<file path="src/rtl/adc_cap_pkg.sv">
package adc_cap_pkg;

  // Strobes handed from the control unit to the datapath each cycle.
  typedef struct packed {
    logic captureA;   // latch the bus into the channel A holding register
    logic captureB;   // latch the bus into the channel B holding register
    logic emitA;      // present channel A on the stream this edge
    logic emitB;      // present channel B on the stream this edge
    logic useDirect;  // take the bus unsynchronised (generated clock)
  } cap_strobe_t;

  typedef enum logic [1:0] {
    EMIT_IDLE,
    EMIT_FIRST,
    EMIT_SECOND
  } emit_state_e;

endpackage

</file>
<file path="src/rtl/adc_cap_ctrl.sv">
module adc_cap_ctrl
  import adc_cap_pkg::*;
#(
  parameter int DIV_W       = 8,
  parameter int SYNC_STAGES = 2
) (
  input  logic             clk,
  input  logic             rstN,
  input  logic             modeInternal,
  input  logic [DIV_W-1:0] divHalf,
  input  logic             adcClkIn,
  output logic             adcClkOut,
  output logic             missedEdge,
  output cap_strobe_t      strobe
);

  localparam int LAST = SYNC_STAGES - 1;

  // Synchroniser chain for the external converter clock.
  logic [SYNC_STAGES-1:0] clkSync;
  logic                   syncPrev;

  generate
    for (genvar g = 0; g < SYNC_STAGES; g++) begin : g_clkSync
      if (g == 0) begin : g_first
        always_ff @(posedge clk) begin
          if (!rstN) clkSync[g] <= 1'b0;
          else       clkSync[g] <= adcClkIn;
        end
      end else begin : g_next
        always_ff @(posedge clk) begin
          if (!rstN) clkSync[g] <= 1'b0;
          else       clkSync[g] <= clkSync[g-1];
        end
      end
    end
  endgenerate

  always_ff @(posedge clk) begin
    if (!rstN) syncPrev <= 1'b0;
    else       syncPrev <= clkSync[LAST];
  end

  logic extRise, extFall;
  assign extRise = clkSync[LAST] & ~syncPrev;
  assign extFall = ~clkSync[LAST] & syncPrev;

  // Generated clock: toggle every effective half period.
  logic [DIV_W-1:0] divCnt;
  logic [DIV_W-1:0] lastCount;
  logic             genClk;
  logic             tick;

  assign lastCount = (divHalf == '0) ? '0 : divHalf - 1'b1;
  assign tick      = modeInternal && (divCnt == lastCount);

  always_ff @(posedge clk) begin
    if (!rstN || !modeInternal) begin
      divCnt <= '0;
      genClk <= 1'b0;
    end else if (tick) begin
      divCnt <= '0;
      genClk <= ~genClk;
    end else begin
      divCnt <= divCnt + 1'b1;
    end
  end

  assign adcClkOut = genClk;

  logic intRise, intFall, riseEvt, fallEvt;
  assign intRise = tick & ~genClk;
  assign intFall = tick & genClk;
  assign riseEvt = modeInternal ? intRise : extRise;
  assign fallEvt = modeInternal ? intFall : extFall;

  // Emission sequencer: a falling edge completes a pair.
  emit_state_e state, stateNext;

  always_comb begin
    stateNext = state;
    if (fallEvt) begin
      stateNext = EMIT_FIRST;
    end else begin
      unique case (state)
        EMIT_FIRST:  stateNext = EMIT_SECOND;
        EMIT_SECOND: stateNext = EMIT_IDLE;
        default:     stateNext = EMIT_IDLE;
      endcase
    end
  end

  always_ff @(posedge clk) begin
    if (!rstN) state <= EMIT_IDLE;
    else       state <= stateNext;
  end

  always_ff @(posedge clk) begin
    if (!rstN)                              missedEdge <= 1'b0;
    else if (riseEvt && state != EMIT_IDLE) missedEdge <= 1'b1;
  end

  always_comb begin
    strobe.captureA  = riseEvt;
    strobe.captureB  = fallEvt;
    strobe.emitA     = (state == EMIT_FIRST);
    strobe.emitB     = (state == EMIT_SECOND);
    strobe.useDirect = modeInternal;
  end

endmodule

</file>
<file path="src/rtl/adc_cap_datapath.sv">
module adc_cap_datapath
  import adc_cap_pkg::*;
#(
  parameter int ADC_W       = 10,
  parameter int SLOT_W      = 16,
  parameter int SYNC_STAGES = 2
) (
  input  logic              clk,
  input  logic              rstN,
  input  logic [ADC_W-1:0]  adcBus,
  input  cap_strobe_t       strobe,
  output logic              sampleValid,
  output logic [SLOT_W-1:0] sampleData
);

  localparam int PAD_W = SLOT_W - ADC_W;

  // Bus pipeline matched in depth to the clock synchroniser.
  logic [ADC_W-1:0] busPipe [SYNC_STAGES];

  generate
    for (genvar g = 0; g < SYNC_STAGES; g++) begin : g_busPipe
      if (g == 0) begin : g_first
        always_ff @(posedge clk) begin
          if (!rstN) busPipe[g] <= '0;
          else       busPipe[g] <= adcBus;
        end
      end else begin : g_next
        always_ff @(posedge clk) begin
          if (!rstN) busPipe[g] <= '0;
          else       busPipe[g] <= busPipe[g-1];
        end
      end
    end
  endgenerate

  logic [ADC_W-1:0] capBus;
  assign capBus = strobe.useDirect ? adcBus : busPipe[SYNC_STAGES-1];

  logic [ADC_W-1:0] chanA, chanB;

  always_ff @(posedge clk) begin
    if (!rstN) begin
      chanA <= '0;
      chanB <= '0;
    end else begin
      if (strobe.captureA) chanA <= capBus;
      if (strobe.captureB) chanB <= capBus;
    end
  end

  always_ff @(posedge clk) begin
    if (!rstN) begin
      sampleValid <= 1'b0;
      sampleData  <= '0;
    end else begin
      sampleValid <= strobe.emitA | strobe.emitB;
      if (strobe.emitA)      sampleData <= {{PAD_W{1'b0}}, chanA};
      else if (strobe.emitB) sampleData <= {{PAD_W{1'b0}}, chanB};
    end
  end

endmodule

</file>
<file path="src/rtl/adc_pair_capture.sv">
module adc_pair_capture
  import adc_cap_pkg::*;
#(
  parameter int ADC_W       = 10,
  parameter int SLOT_W      = 16,
  parameter int DIV_W       = 8,
  parameter int SYNC_STAGES = 2
) (
  input  logic              clk,
  input  logic              rstN,
  input  logic              modeInternal,
  input  logic [DIV_W-1:0]  divHalf,
  input  logic              adcClkIn,
  input  logic [ADC_W-1:0]  adcBus,
  output logic              adcClkOut,
  output logic              sampleValid,
  output logic [SLOT_W-1:0] sampleData,
  output logic              missedEdge
);

  cap_strobe_t strobe;

  adc_cap_ctrl #(
    .DIV_W       (DIV_W),
    .SYNC_STAGES (SYNC_STAGES)
  ) u_ctrl (
    .clk          (clk),
    .rstN         (rstN),
    .modeInternal (modeInternal),
    .divHalf      (divHalf),
    .adcClkIn     (adcClkIn),
    .adcClkOut    (adcClkOut),
    .missedEdge   (missedEdge),
    .strobe       (strobe)
  );

  adc_cap_datapath #(
    .ADC_W       (ADC_W),
    .SLOT_W      (SLOT_W),
    .SYNC_STAGES (SYNC_STAGES)
  ) u_dp (
    .clk         (clk),
    .rstN        (rstN),
    .adcBus      (adcBus),
    .strobe      (strobe),
    .sampleValid (sampleValid),
    .sampleData  (sampleData)
  );

endmodule

</file>
<file path="config.mk">
export PLATFORM = sky130hd
export DESIGN_NAME = adc_pair_capture
export DESIGN_NICKNAME = d
export VERILOG_FILES = /design/src/rtl/adc_cap_pkg.sv /design/src/rtl/adc_cap_ctrl.sv /design/src/rtl/adc_cap_datapath.sv /design/src/rtl/adc_pair_capture.sv
export SDC_FILE = /design/constraint.sdc
export NUM_CORES = 1
export LEC_CHECK = 0
export BUFFER_PORTS_ARGS = -buffer_cell sky130_fd_sc_hd__buf_2
export CAP_MARGIN = 0
export CORE_ASPECT_RATIO = 0.7
export CORE_MARGIN = 5
export CORE_UTILIZATION = 35
export CTS_BUF_LIST = sky130_fd_sc_hd__clkbuf_16
export DETAILED_ROUTE_END_ITERATION = 10
export GPL_TIMING_DRIVEN = 0
export HOLD_SLACK_MARGIN = 0.03
export SLEW_MARGIN = 0
export SYNTH_ARGS = -nofsm -noshare
export SYNTH_HDL_FRONTEND = slang
export SYNTH_SLANG_ARGS = --single-unit
</file>
<file path="constraint.sdc">
create_clock -name clk -period 9.8 [get_ports clk]
set_clock_uncertainty 0.15 [all_clocks]
set_input_delay 1.96 -clock clk [delete_from_list [all_inputs] [get_ports clk]]
set_output_delay 1.96 -clock clk [all_outputs]
set_load 0.02 [all_outputs]
</file>
# Word-level counts from Yosys, hierarchy flattened
# Memory sizes are Yosys's and may differ from the RTL's.
# Cells that the tools add are included.
word_totals:
  output_inout_bits: 19
  register_bits: 46
  rom_bits: 0
  mem_bits_rw: 20
  latch_bits: 0
  n_memories: 1
  inputBits: 22
memory_table:
  columns: ["memory", "depth", "width", "read_ports", "rd_clocked_by_memory_dff", "wr", "line", "source"]
  rows:
  - ["u_dp.busPipe", 2, 10, 2, 0, 2, "adc_cap_datapath.sv:19", "logic [ADC_W-1:0] busPipe [SYNC_STAGES];"]
classes:
  multipliers: 0
  eq_ne: 3
  order_cmp: 0
  n_mux: 12
  addsub: 2
  div_mod_pow: 0
  shift: 0
  reduce_logical: 10
  n_bitwise: 11
op_table:
  columns: ["cell", "count"]
  rows:
  - ["2-to-1 mux 10 bit", 5]
  - ["adder 8 x 1 -> 8 bit, second input constant", 1]
  - ["equality test 8 bit", 1]
  - ["zero test 8 bit", 1]
  - ["2-to-1 mux 8 bit", 1]
  - ["subtractor 8 x 1 -> 8 bit, second input constant", 1]
  - ["2-to-1 mux 1 bit", 5]
  - ["AND 1 bit", 4]
  - ["NOT 1 bit", 4]
  - ["nonzero test 2 bit", 2]
  - ["OR reduction 2 bit", 2]
  - ["bitwise OR 1 bit", 3]
  - ["equality test 2 x 1 -> 1 bit, second input constant", 1]
  - ["equality test 2 bit, second input constant", 1]
  - ["logical AND 1 bit", 2]
  - ["zero test 1 bit", 2]
  - ["2-to-1 mux 2 bit", 1]
  - ["logical OR 1 bit", 1]

# Logic depth before layout (Yosys ltp)
# Gate-level depths: netlist of run 1.
depth:
  ltp_word: 7
  depth_mapped: 10
  ltp_nobuf: 9

# Modules after synthesis
# From an unflattened synthesis of run 1, not the netlist that was laid out.
unflattened:
  hier_cells: 296
  area_unflattened_um2: 2901.5
modules_own_cells:
  columns: ["module", "seq_area_each_um2", "instances", "cells_per_inst", "area_per_inst_um2"]
  rows:
  - ["adc_cap_datapath", 1021.0, 1, 172, 1874.3]
  - ["adc_cap_ctrl", 300.3, 1, 124, 1027.2]

# Least setup slack after synthesis of run 1
# Ideal clock, no wire load.
synth_timing:
  kind: "input -> register"
  from: "in divHalf[0]"
  to: "reg u_dp.chanA[1]"
  cell_stages: 10
  arrival_time_ns: 4.214
  setup_slack_ns: 5.315
  path_cell_list: "inv_1 -> ha_1 -> or4b_4 -> or4b_1 -> nand2_1 -> xor2_2 -> nor4_4 -> a32oi_2 -> buf_6 -> mux2_2"
synth_between:
  elab_chain_cells: 6
  word_cells_on_any_way: 7
synth_rtl:
  columns: ["element", "line", "source"]
  rows:
  - ["from (decl)", "adc_pair_capture.sv:12", "input logic [DIV_W-1:0] divHalf,"]
  - ["subtractor 8 x 1 -> 8 bit / zero test 8 bit (equally long branches)", "adc_cap_ctrl.sv:54", "assign lastCount = (divHalf == '0) ? '0 : divHalf - 1'b1;"]
  - ["2-to-1 mux 8 bit *", "adc_cap_ctrl.sv:54", null]
  - ["equality test 8 bit *", "adc_cap_ctrl.sv:55", "assign tick = modeInternal && (divCnt == lastCount);"]
  - ["logical AND 1 bit *", "adc_cap_ctrl.sv:55", null]
  - ["AND 1 bit *", "adc_cap_ctrl.sv:72", "assign intRise = tick & ~genClk;"]
  - ["2-to-1 mux 1 bit *", "adc_cap_ctrl.sv:74", "assign riseEvt = modeInternal ? intRise : extRise;"]
  - ["to (signal assigned)", "adc_cap_datapath.sv:47", "if (strobe.captureA) chanA <= capBus;"]
  - ["to (decl)", "adc_cap_datapath.sv:40", "logic [ADC_W-1:0] chanA, chanB;"]
# Mark *: on every way between the ends. The rest lies on a longest branch, timed or not.
# A chain may end at the register's enable or synchronous reset.

# Worst setup path after layout of run 1
# Ends and elaborated chain as after synthesis.

==> run_results.csv, run 1 <==
group,metric,value,unit
clock_network,hold_buffers,0,
clock_network,cts.sinks,66,
synthesis,ys_ff_latch,66,
routing,wl_per_cell,12.97,µm
pwr,ir_worst_vdd,0.1172,mV
worst_setup_path,cp.required,9.86,ns
clock_network,numCtsBuffers,9,
synthesis,yosys-top-cells-area,"dfxtp_1 47%, and2_1 7.8%, mux2i_1 7.5%",
final_layout,final_nets,351,
pwr,internal_power,0.4882,mW
clock_network,clk_pin_slew,0.05,ns
flow_run,drv_cap,0,
routing,wl,5589,µm
final_layout,layout_commonest_cell,"dfxtp_1",
outcome,status,"complete, no violations",
pwr,power.net_switching,0.1352,mW
timing,whs,0.2806,ns
synthesis,postSynthCellCount,276,
timing,report.final.slew_viol_count,0,
pwr,swShare,0.2169,
grt,grt_pass1_wl,9280,µm
clock_network,postCtsSetupBuffers,0,
placement,placed_cells,415,
placement,hpwl,4128,µm
worst_setup_path,path_class,"input port to flop",
min_path,hold_class,"flop to flop",
final_layout,fin_area,3413,µm²
timing,setup_tns,0,ns
final_layout,fin_cells,431,
synthesis,synth_top_area_frac,0.4691,
timing,worst_slack,5.281,ns
timing,worst_pin_slew,0.7136,ns
final_layout,seq_area,1321,µm²
worst_setup_path,cp_max_fo,10,
worst_setup_path,reg2reg_from,"u_ctrl.divCnt[2]",
routing,drt_pass1_iterations,4,
routing,dr_total_vias,1975,
pwr,p_seq_frac,0.445,
placement,routabilityCongestion,0.7572,
pwr,p_leak,1.405,nW
clock_network,tritoncts,"built",
routing,viasPerCell,4.582,
synthesis,seq_area_frac_synth,0.4691,
synthesis,synth.avg_cell_area,10.20,µm²
synthesis,synth-main-ff-cell,"dfxtp_1",
timing,fin_crit_sh,0.4611,
floorplanning,initial_utilization,0.3594,
final_layout,multiInputGateArea,1348,µm²
floorplanning,die_h,85.06,µm
floorplanning,rows,27,
timing,max_slew_margin,0.5243,
clock_network,cts_root_buf,"clkbuf_16",
final_layout,fillers,778,
worst_setup_path,crit_path_start_kind,"input port",
synthesis,synth.largest_area_cell,"dfxtp_1",
pwr,clkPwrFrac,0.484,
final_layout,n_antenna_cell,0,
pwr,powerDensity,182.6,nW/µm²
timing,hold_viol_final,0,
synthesis,yosysWarnings,0,
grt,grt_pass1_vias,1856,
timing,fmax,221.3,MHz
grt,antenna_found_initial,0,
worst_setup_path,worst_ep_arrival_time,4.58,ns
grt,grt_start_max_net_pins,12,
floorplanning,pin_count,41,
synthesis,synth_area,2816,µm²
final_layout,syn_to_final_growth,21.19,%
final_layout,drive_gt1_frac,0.2333,
synthesis,synthArstFlopShare,0,
placement,pre_cts_ws,4.930,ns
synthesis,synth_edf_count,0,
final_layout,mostFrequentLayoutCells,"66 x dfxtp_1, 36 x nor2_1, 35 x and2_1, 35 x buf_2, 21 x mux2i_1",
synthesis,ys_types,46,
timing,layout_min_cycle_time,4.519,ns
routing,dr.first_iter.drc_count,89,
grt,grt_usage,0.1208,
worst_setup_path,crit_start,"divHalf[0]",
clock_network,clk_latency,0.32,ns
floorplanning,dieWidth,117.2,µm
timing,setup_viol,0,
placement,placed_area,3127,µm²
clock_network,cts_resized,0,
timing,rsz0062_at_grt,"no",
clock_network,htree_levels,3,
min_path,holdCritStartpoint,"u_dp.busPipe[0][1]",
routing,route.detailed.drc,0,
worst_setup_path,end_kind,"flop",
floorplanning,coreArea,7838,µm²
grt,grt_overflow,0,
floorplanning,die-area,9970,µm²
routing,drtAntennaViolNets,0,
pwr,p_comb_frac,0.071,
clock_network,clock_path_buffers,2,
placement,numPortBuffers,33,
-- stage by stage --
stage	util	power (mW)
2_1_floorplan	-	0.3134
3_3_place_gp	0.3989	0.3264
3_5_place_dp	0.3989	0.3277
4_1_cts	0.4355	0.6310
5_1_grt	0.4355	0.6475
6_report	0.4355	0.6234
-- power by group through the flow --
| stage | Sequential (mW) | Combinational [mW] | Clock, mW |
|---|---|---|---|
| after floorplan | 0.284 | 0.0297 | 0 |
| after global placement | 0.283 | 0.0435 | 0 |
| after detailed placement | 0.283 | 0.0445 | 0 |
| after CTS | 0.278 | 0.0447 | 0.309 |
| after global routing | 0.278 | 0.0492 | 0.320 |
| final | 0.278 | 0.0441 | 0.302 |
-- routing by layer --
metal | vias up | share of wire | GRT usage
li1 | 1032 | - | -
met1 | 890 | 0.56 | 0.1869
met2 | 49 | 0.37 | 0.1514
met3 | 4 | 0.066 | 0.04419
met4 | 0 | 0.0075 | 0.03750
met5 | - | 0 | 0
-- cell type report --
class | count | area share
buffer | 20 | 0.03996
clock buffer | 9 | 0.06598
clock inverter | 7 | 0.01796
inverter | 8 | 0.008798
multi-input combinational | 187 | 0.3948
sequential | 66 | 0.3871
tap | 101 | 0.03702
timing repair buffer | 33 | 0.04839
-- worst max-delay path, cell delays in order --
cell,delay [ns]
buf_2,0.12
inv_1,0.05
ha_1,0.23
or4b_4,0.50
or4b_1,0.47
nand2_1,0.11
xor2_2,0.08
nor4_4,0.34
a32oi_2,0.25
buf_6,0.20
mux2_2,0.27
-- cell usage after synthesis (2+ instances only) --
library cell	instances
o21ai_0	2
nor2_1	36
nor3_1	3
buf_2	2
nand3_1	4
a21oi_1	4
xor2_1	5
dfxtp_1	66
a211oi_1	11
buf_1	2
clkbuf_1	8
buf_4	6
inv_1	8
mux2_2	10
nand2_1	6
xnor2_1	6
ha_1	4
o31ai_1	2
and2_1	35
mux2i_1	21
o2bb2ai_1	10
-- registers in the layout, summed over array words and instances, names as in the netlist --
signal and cells:
u_dp.sampleData 10, u_ctrl.missedEdge 1, u_dp.chanA 10, u_dp.chanB 10, u_ctrl.syncPrev 1, u_ctrl.adcClkOut 1, u_ctrl.state 2, u_ctrl.clkSync 2
u_dp.sampleValid 1, u_dp.busPipe 20, u_ctrl.divCnt 8
-- logic make-up (layout without fill, tap and decap cells) --
family | Yosys count | after routing | share of synthesized area
compound gates | 39 | 39 | 0.1124
flops | 66 | 66 | 0.4691
other cells | 1 | 6 | 0.001331
xor+xnor | 12 | 12 | 0.03998
mux | 31 | 31 | 0.1146
buf+inv | 28 | 77 | 0.05908
simple gates | 95 | 95 | 0.1857
fa+ha+maj | 4 | 4 | 0.01777
-- final timing paths --
check                       end  slack, ns  cells past startpoint
max               u_dp.chanA[1]       5.28                     11
min          u_dp.busPipe[1][1]       0.28                      1
min reg2reg  u_dp.busPipe[1][1]       0.28                      1
max reg2reg       u_dp.chanA[1]       7.66                      6
Note: power is estimated with default switching activity, not from simulation.
==> run 2: changes to the inputs <==
ABC_AREA = 1   (was not set)
clock period = 4.35 ns   (was 9.8 ns; I/O delays follow)
==> run 2 against run 1 <==
Against the previous run:
- final cell count grew 34%
- critical path depth rose by 6
- core utilization decreased by 1.3 points
- synthesized cell count up 52%
- critical path type unchanged
- critical endpoint is now u_dp.chanA[3]
==> run_results.csv, run 2 <==
group,metric,value,unit
floorplanning,die-area,10390,µm²
final_layout,n_antenna_cell,0,
synthesis,synth_top_family_by_area,"simple AND/OR/NAND/NOR gates",
min_path,whs_endpoint,"u_ctrl.clkSync[1]",
worst_setup_path,reg2reg_to,"u_ctrl.divCnt[7]",
timing,max_slew_margin,0.6388,
timing,setup_tns,0,ns
final_layout,mostFrequentLayoutCells,"148 x nand2_1, 66 x dfxtp_1, 57 x inv_1",
clock_network,clock_path_buffers,2,
worst_setup_path,reg2reg_from,"u_ctrl.divCnt[0]",
clock_network,postCtsSetupBuffers,0,
synthesis,synth_top_area_frac,0.4478,
timing,hold_viol_final,0,
routing,wl_per_cell,11.16,µm
routing,drtAntennaViolNets,0,
timing,setup_viol,0,
min_path,hold_class,"flop to flop",
timing,fmax,359.5,MHz
routing,drt_pass1_iterations,4,
synthesis,ys_ff_latch,66,
clock_network,cts_resized,0,
worst_setup_path,rr_worst_depth,7,
synthesis,synth_edf_count,0,
final_layout,syn_to_final_growth,19.42,%
synthesis,synth.avg_cell_area,7.025,µm²
timing,report.final.slew_viol_count,0,
pwr,swShare,0.2312,
placement,numPortBuffers,34,
clock_network,numCtsBuffers,9,
pwr,ir_worst_vdd,0.1821,mV
timing,fin_crit_sh,0.6394,
floorplanning,coreArea,8338,µm²
synthesis,yosys-top-cells-count,"148 x nand2_1, 66 x dfxtp_1, 55 x inv_1",
synthesis,synth.largest_area_cell,"dfxtp_1",
floorplanning,rows,28,
synthesis,synth-main-ff-cell,"dfxtp_1",
timing,whs,0.2583,ns
floorplanning,initial_utilization,0.3538,
min_path,min_delay_path_depth,2,
final_layout,final_nets,496,
synthesis,postSynthCellCount,420,
final_layout,drive_gt1_frac,0.1540,
flow_run,drv_cap,0,
timing,rsz0062_at_grt,"no",
floorplanning,pin_count,41,
floorplanning,dieWidth,119.7,µm
clock_network,clk_pin_slew,0.05,ns
clock_network,cts.sinks,66,
synthesis,yosys.cell_count.top_type,"nand2_1",
clock_network,htree_levels,3,
placement,placed_area,3271,µm²
grt,antenna_found_initial,0,
pwr,clkPwrFrac,0.453,
routing,viasPerCell,4.494,
final_layout,largest-register,"u_dp.busPipe",
worst_setup_path,cp_max_fo,10,
clock_network,tritoncts,"built",
clock_network,clk_latency,0.32,ns
synthesis,synth_simple_gate_area_frac,0.3537,
pwr,power.net_switching,0.3108,mW
routing,wl,6464,µm
clock_network,hold_buffers,0,
final_layout,layout_commonest_cell,"nand2_1",
routing,dr.first_iter.drc_count,149,
min_path,holdCritStartpoint,"u_ctrl.clkSync[0]",
synthesis,synthArstFlopShare,0,
outcome,status,"complete, no violations",
synthesis,seq_area_frac_synth,0.4478,
grt,grt_pass1_wl,11230,µm
synthesis,synth_xor_area_frac,0.005937,
floorplanning,die_h,86.82,µm
pwr,p_leak,1.855,nW
final_layout,fin_util,0.4226,
worst_setup_path,ff2ff_setup_slack,2.66,ns
grt,grt_overflow,0,
synthesis,synth_adder_area_share,0.01696,
synthesis,yosys-top-cells-area,"dfxtp_1 45%, nand2_1 19%, inv_1 7.0%",
pwr,powerDensity,381.5,nW/µm²
worst_setup_path,worst_ep_arrival_time,2.85,ns
worst_setup_path,path_class,"input port to flop",
clock_network,cts_root_buf,"clkbuf_16",
pwr,internal_power,1.033,mW
final_layout,fin_area,3523,µm²
worst_setup_path,end_kind,"flop",
final_layout,largest_reg_flops,20,
routing,dr_total_vias,2602,
synthesis,ys_types,26,
synthesis,synthMuxAreaShare,0,
grt,grt_start_max_net_pins,11,
timing,worst_pin_slew,0.5368,ns
routing,route.detailed.drc,0,
worst_setup_path,crit_path_start_kind,"input port",
pwr,p_comb_frac,0.079,
timing,layout_min_cycle_time,2.781,ns
placement,routabilityCongestion,0.8216,
synthesis,yosysWarnings,0,
pwr,p_seq_frac,0.468,
grt,grt_usage,0.1370,
placement,hpwl,5096,µm
worst_setup_path,cp.required,4.42,ns
synthesis,synth_compound_area_frac,0.05428,
synthesis,synth_area,2950,µm²
grt,grt_pass1_vias,2526,
==> run 2: worst max path at each step <==
stage / start / cells after the start / slack [ns] / to
2_1_floorplan: divHalf[0] / 16 / 1.73 / u_dp.chanB[1]
3_3_place_gp: divHalf[0] / 17 / 1.30 / u_dp.chanA[6]
3_5_place_dp: divHalf[0] / 17 / 1.26 / u_dp.chanB[6]
4_1_cts: divHalf[0] / 17 / 1.59 / u_dp.chanB[6]
6_report: divHalf[0] / 17 / 1.57 / u_dp.chanA[3]
5_1_grt: divHalf[0] / 16 / 1.35 / u_dp.chanB[3]
==> run 2: power groups by stage <==
stage	combinational (mW)	clock [mW]	sequential, mW
after floorplan	0.0714	0	0.641
after global placement	0.105	0	0.640
after detailed placement	0.107	0	0.641
after CTS	0.107	0.630	0.628
after global routing	0.122	0.659	0.629
final	0.107	0.609	0.628
==> run 2: worst max-delay path, cell delays in order <==
cell and delay, ns:
buf_2 0.10, inv_1 0.14, ha_1 0.30, nand2_1 0.11
nor2_2 0.13, nand2_2 0.09, buf_6 0.15, nand2_1 0.05
nand2_1 0.06, nand2_1 0.07, nand3_2 0.11, nor2_2 0.17
nand3_2 0.12, nand2_1 0.11, inv_2 0.10, nor2_1 0.11
nor2_1 0.05
==> run 2: cell families (layout without fill, tap and decap cells) <==
kind of cell,count (synthesis),in the layout
adders and majority gates,4,4
and+or+nand+nor,240,240
AOI/OAI and AO/OA,29,29
DFF,66,66
xor gates and xnor gates,2,2
other,1,6
buffers and inverters,78,127
==> run 2: layer usage <==
layer / track usage / wire, µm / share of wire / up-vias
met3: 0.05284 / 289 / 0.045 / 5
met4: 0.04366 / 61 / 0.0094 / 0
li1: - / - / - / 1391
met2: 0.2116 / 2758 / 0.43 / 46
met5: 0 / 0 / 0 / -
met1: 0.1780 / 3353 / 0.52 / 1160
==> run 2: area by class of cell <==
type / instances / area (µm²)
multi-input cells: 281 / 1294
flip-flops and latches: 66 / 1321
plain buffers: 22 / 143.9
fillers: 896 / 4815
inverters: 56 / 210.2
clock buffers: 9 / 225.2
repair buffers: 34 / 170.2
clock inverters: 6 / 27.53
well taps: 105 / 131.4
==> run 2: metrics by stage <==
step,setup slack (ns),power [mW],std cells
after CTS,1.589,1.366,579
after global placement,1.298,0.7449,564
after floorplan,1.731,0.7129,425
after detailed placement,1.262,0.7477,564
final,1.569,1.344,579
after global routing,1.345,1.411,579
==> run 3: changes to the inputs <==
ABC_AREA = 0   (was 1)
clock period = 2.3 ns   (was 4.35 ns; I/O delays follow)
==> run 3 against run 2 <==
Against the previous run:
- setup slack worse by 2.1 ns
- non-clock buffer count up 8
- worst hold slack lost 0.056 ns
- the flow now finishes with violations (negative setup slack)
- die area is 4.1% lower
- routed wire length is 0.68% higher
==> run_results.csv, run 3 (same netlist as run 1, synthesis figures left out) <==
group,metric,value,unit
outcome,status,"finished with violations",
outcome,violations,"negative setup slack",
clock_network,cts.sinks,66,
flow_run,drv_cap,0,
worst_setup_path,ff2ff_setup_slack,0.17,ns
floorplanning,pin_count,41,
worst_setup_path,crit_slowest_cell,"or4b_4",
clock_network,clk_pin_slew,0.05,ns
min_path,holdCritStartpoint,"adcBus[5]",
min_path,min_delay_path_depth,2,
floorplanning,coreArea,7838,µm²
floorplanning,dieWidth,117.2,µm
final_layout,layout_commonest_cell,"dfxtp_1",
final_layout,mostFrequentLayoutCells,"66 x dfxtp_1, 35 x and2_1, 32 x nor2_1",
timing,max_slew_margin,0.4368,
min_path,whs_endpoint,"u_dp.busPipe[0][5]",
floorplanning,initial_utilization,0.3594,
placement,hpwl,4243,µm
pwr,p_leak,1.526,nW
timing,setup_viol,32,
clock_network,clk_latency,0.33,ns
min_path,hold_class,"input port to flop",
worst_setup_path,worst_ep_arrival_time,2.87,ns
final_layout,n_antenna_cell,0,
grt,antenna_found_initial,0,
floorplanning,rows,27,
clock_network,clock_path_buffers,2,
clock_network,cts_root_buf,"clkbuf_16",
grt,grt_start_max_net_pins,11,
clock_network,hold_buffers,0,
worst_setup_path,crit_path_start_kind,"input port",
final_layout,syn_to_final_growth,30.88,%
timing,whs,0.2022,ns
grt,grt_overflow,0,
placement,numPortBuffers,33,
routing,wl_per_cell,14.72,µm
worst_setup_path,reg2reg_to,"u_dp.chanA[4]",
final_layout,largest_reg_flops,20,
worst_setup_path,rr_worst_depth,6,
pwr,finalPower,2.694,mW
grt,grt_pass1_vias,2039,
routing,dr_total_vias,2096,
placement,routabilityCongestion,0.7560,
clock_network,tritoncts,"built",
worst_setup_path,reg2reg_from,"u_ctrl.divCnt[2]",
floorplanning,die-area,9970,µm²
final_layout,drive_gt1_frac,0.2903,
routing,route.detailed.drc,0,
timing,fmax,356.3,MHz
worst_setup_path,path_class,"input port to flop",
timing,hold_viol_final,0,
clock_network,numCtsBuffers,9,
routing,wl,6508,µm
timing,rsz0062_at_grt,"yes",
routing,drtAntennaViolNets,0,
grt,grt_pass1_wl,10300,µm
routing,viasPerCell,4.742,
routing,drt_pass1_iterations,4,
timing,worst_pin_slew,0.8447,ns
pwr,ir_worst_vdd,0.4223,mV
pwr,powerDensity,731.0,nW/µm²
worst_setup_path,cp.required,2.36,ns
worst_setup_path,critPathMaxStageDelay,0.51,ns
timing,report.final.slew_viol_count,0,
timing,layout_min_cycle_time,2.806,ns
grt,grt_usage,0.1345,
worst_setup_path,crit_top_cell,"or4b_4",
timing,worst_slack,-0.5063,ns
worst_setup_path,critical_path.cell_chain,"buf_12 -> inv_12 -> ha_4 -> or4b_4 -> or4b_4 -> nand2_4 -> xor2_4 -> nor4_4 -> a32oi_2 -> buf_6 -> mux2_4",
floorplanning,die_h,85.06,µm
final_layout,final_nets,362,
final_layout,largest-register,"u_dp.busPipe",
timing,fin_crit_sh,1.220,
worst_setup_path,cp_max_fo,5,
worst_setup_path,end_kind,"flop",
clock_network,htree_levels,3,
routing,dr.first_iter.drc_count,73,
[run 3: layer usage]
metal | part of all wire | global-route usage
met1 | 0.51 | 0.1882
met4 | 0.011 | 0.04271
met5 | 0 | 0
met3 | 0.048 | 0.04704
met2 | 0.43 | 0.1930
[run 3: through the flow]
stage                     std cells  setup slack, ns  utilization  instance area [µm²]  TNS, ns
final                           442          -0.5063       0.4703                 3686   -10.77
after global routing            442          -0.5854       0.4703                 3686   -13.70
after CTS                       440          -0.5612       0.4588                 3596   -13.63
after detailed placement        415          -0.9620       0.4050                 3174   -24.72
after global placement          415          -0.9455       0.4050                 3174   -24.06
after floorplan                 281          -0.5934            -                 2883   -12.87
[run 3: worst max-delay path, delay by kind of cell]
kind | cells | cell delay [ns]
AO/OA/AOI/OAI | 1 | 0.32
multiplexers | 1 | 0.30
XOR/XNOR | 1 | 0.17
buffers and inverters | 3 | 0.35
adder cells (fa/ha/maj) | 1 | 0.12
AND/OR/NAND/NOR | 4 | 1.13
[run 3: what timing repair did]
item	4_1_cts	5_1_grt
pin swaps	4	5
cloned	1	1
setup endpoints to repair	32	32
buffers inserted	8	1
gates resized for setup	19	22
[run 3: where the power goes]
part	internal, mW	leakage, nW	switching, mW
logic	0.105	0.840	0.124
registers	1.17	0.537	0.0108
clock network	0.816	0.148	0.465
[run 3: layout make-up]
cell class	instances	area, µm²
clock inverter	7	53.80
buffer	20	145.1
inverter	8	47.55
sequential	66	1321
tap	101	126.4
timing repair buffer	44	284.0
multi-input combinational	187	1483
fill	736	4151
clock buffer	9	225.2
[run 3: worst max-delay path by stage]
stage	startpoint	end	slack, ns	cells after the start
final	divHalf[0]	u_dp.chanA[4]	-0.51	11
after global routing	divHalf[0]	u_dp.chanA[1]	-0.59	11
after CTS	divHalf[1]	u_dp.chanA[3]	-0.56	11
after detailed placement	divHalf[0]	u_dp.chanA[2]	-0.96	11
after global placement	divHalf[0]	u_dp.chanA[2]	-0.95	11
after floorplan	divHalf[0]	u_dp.chanA[2]	-0.59	10
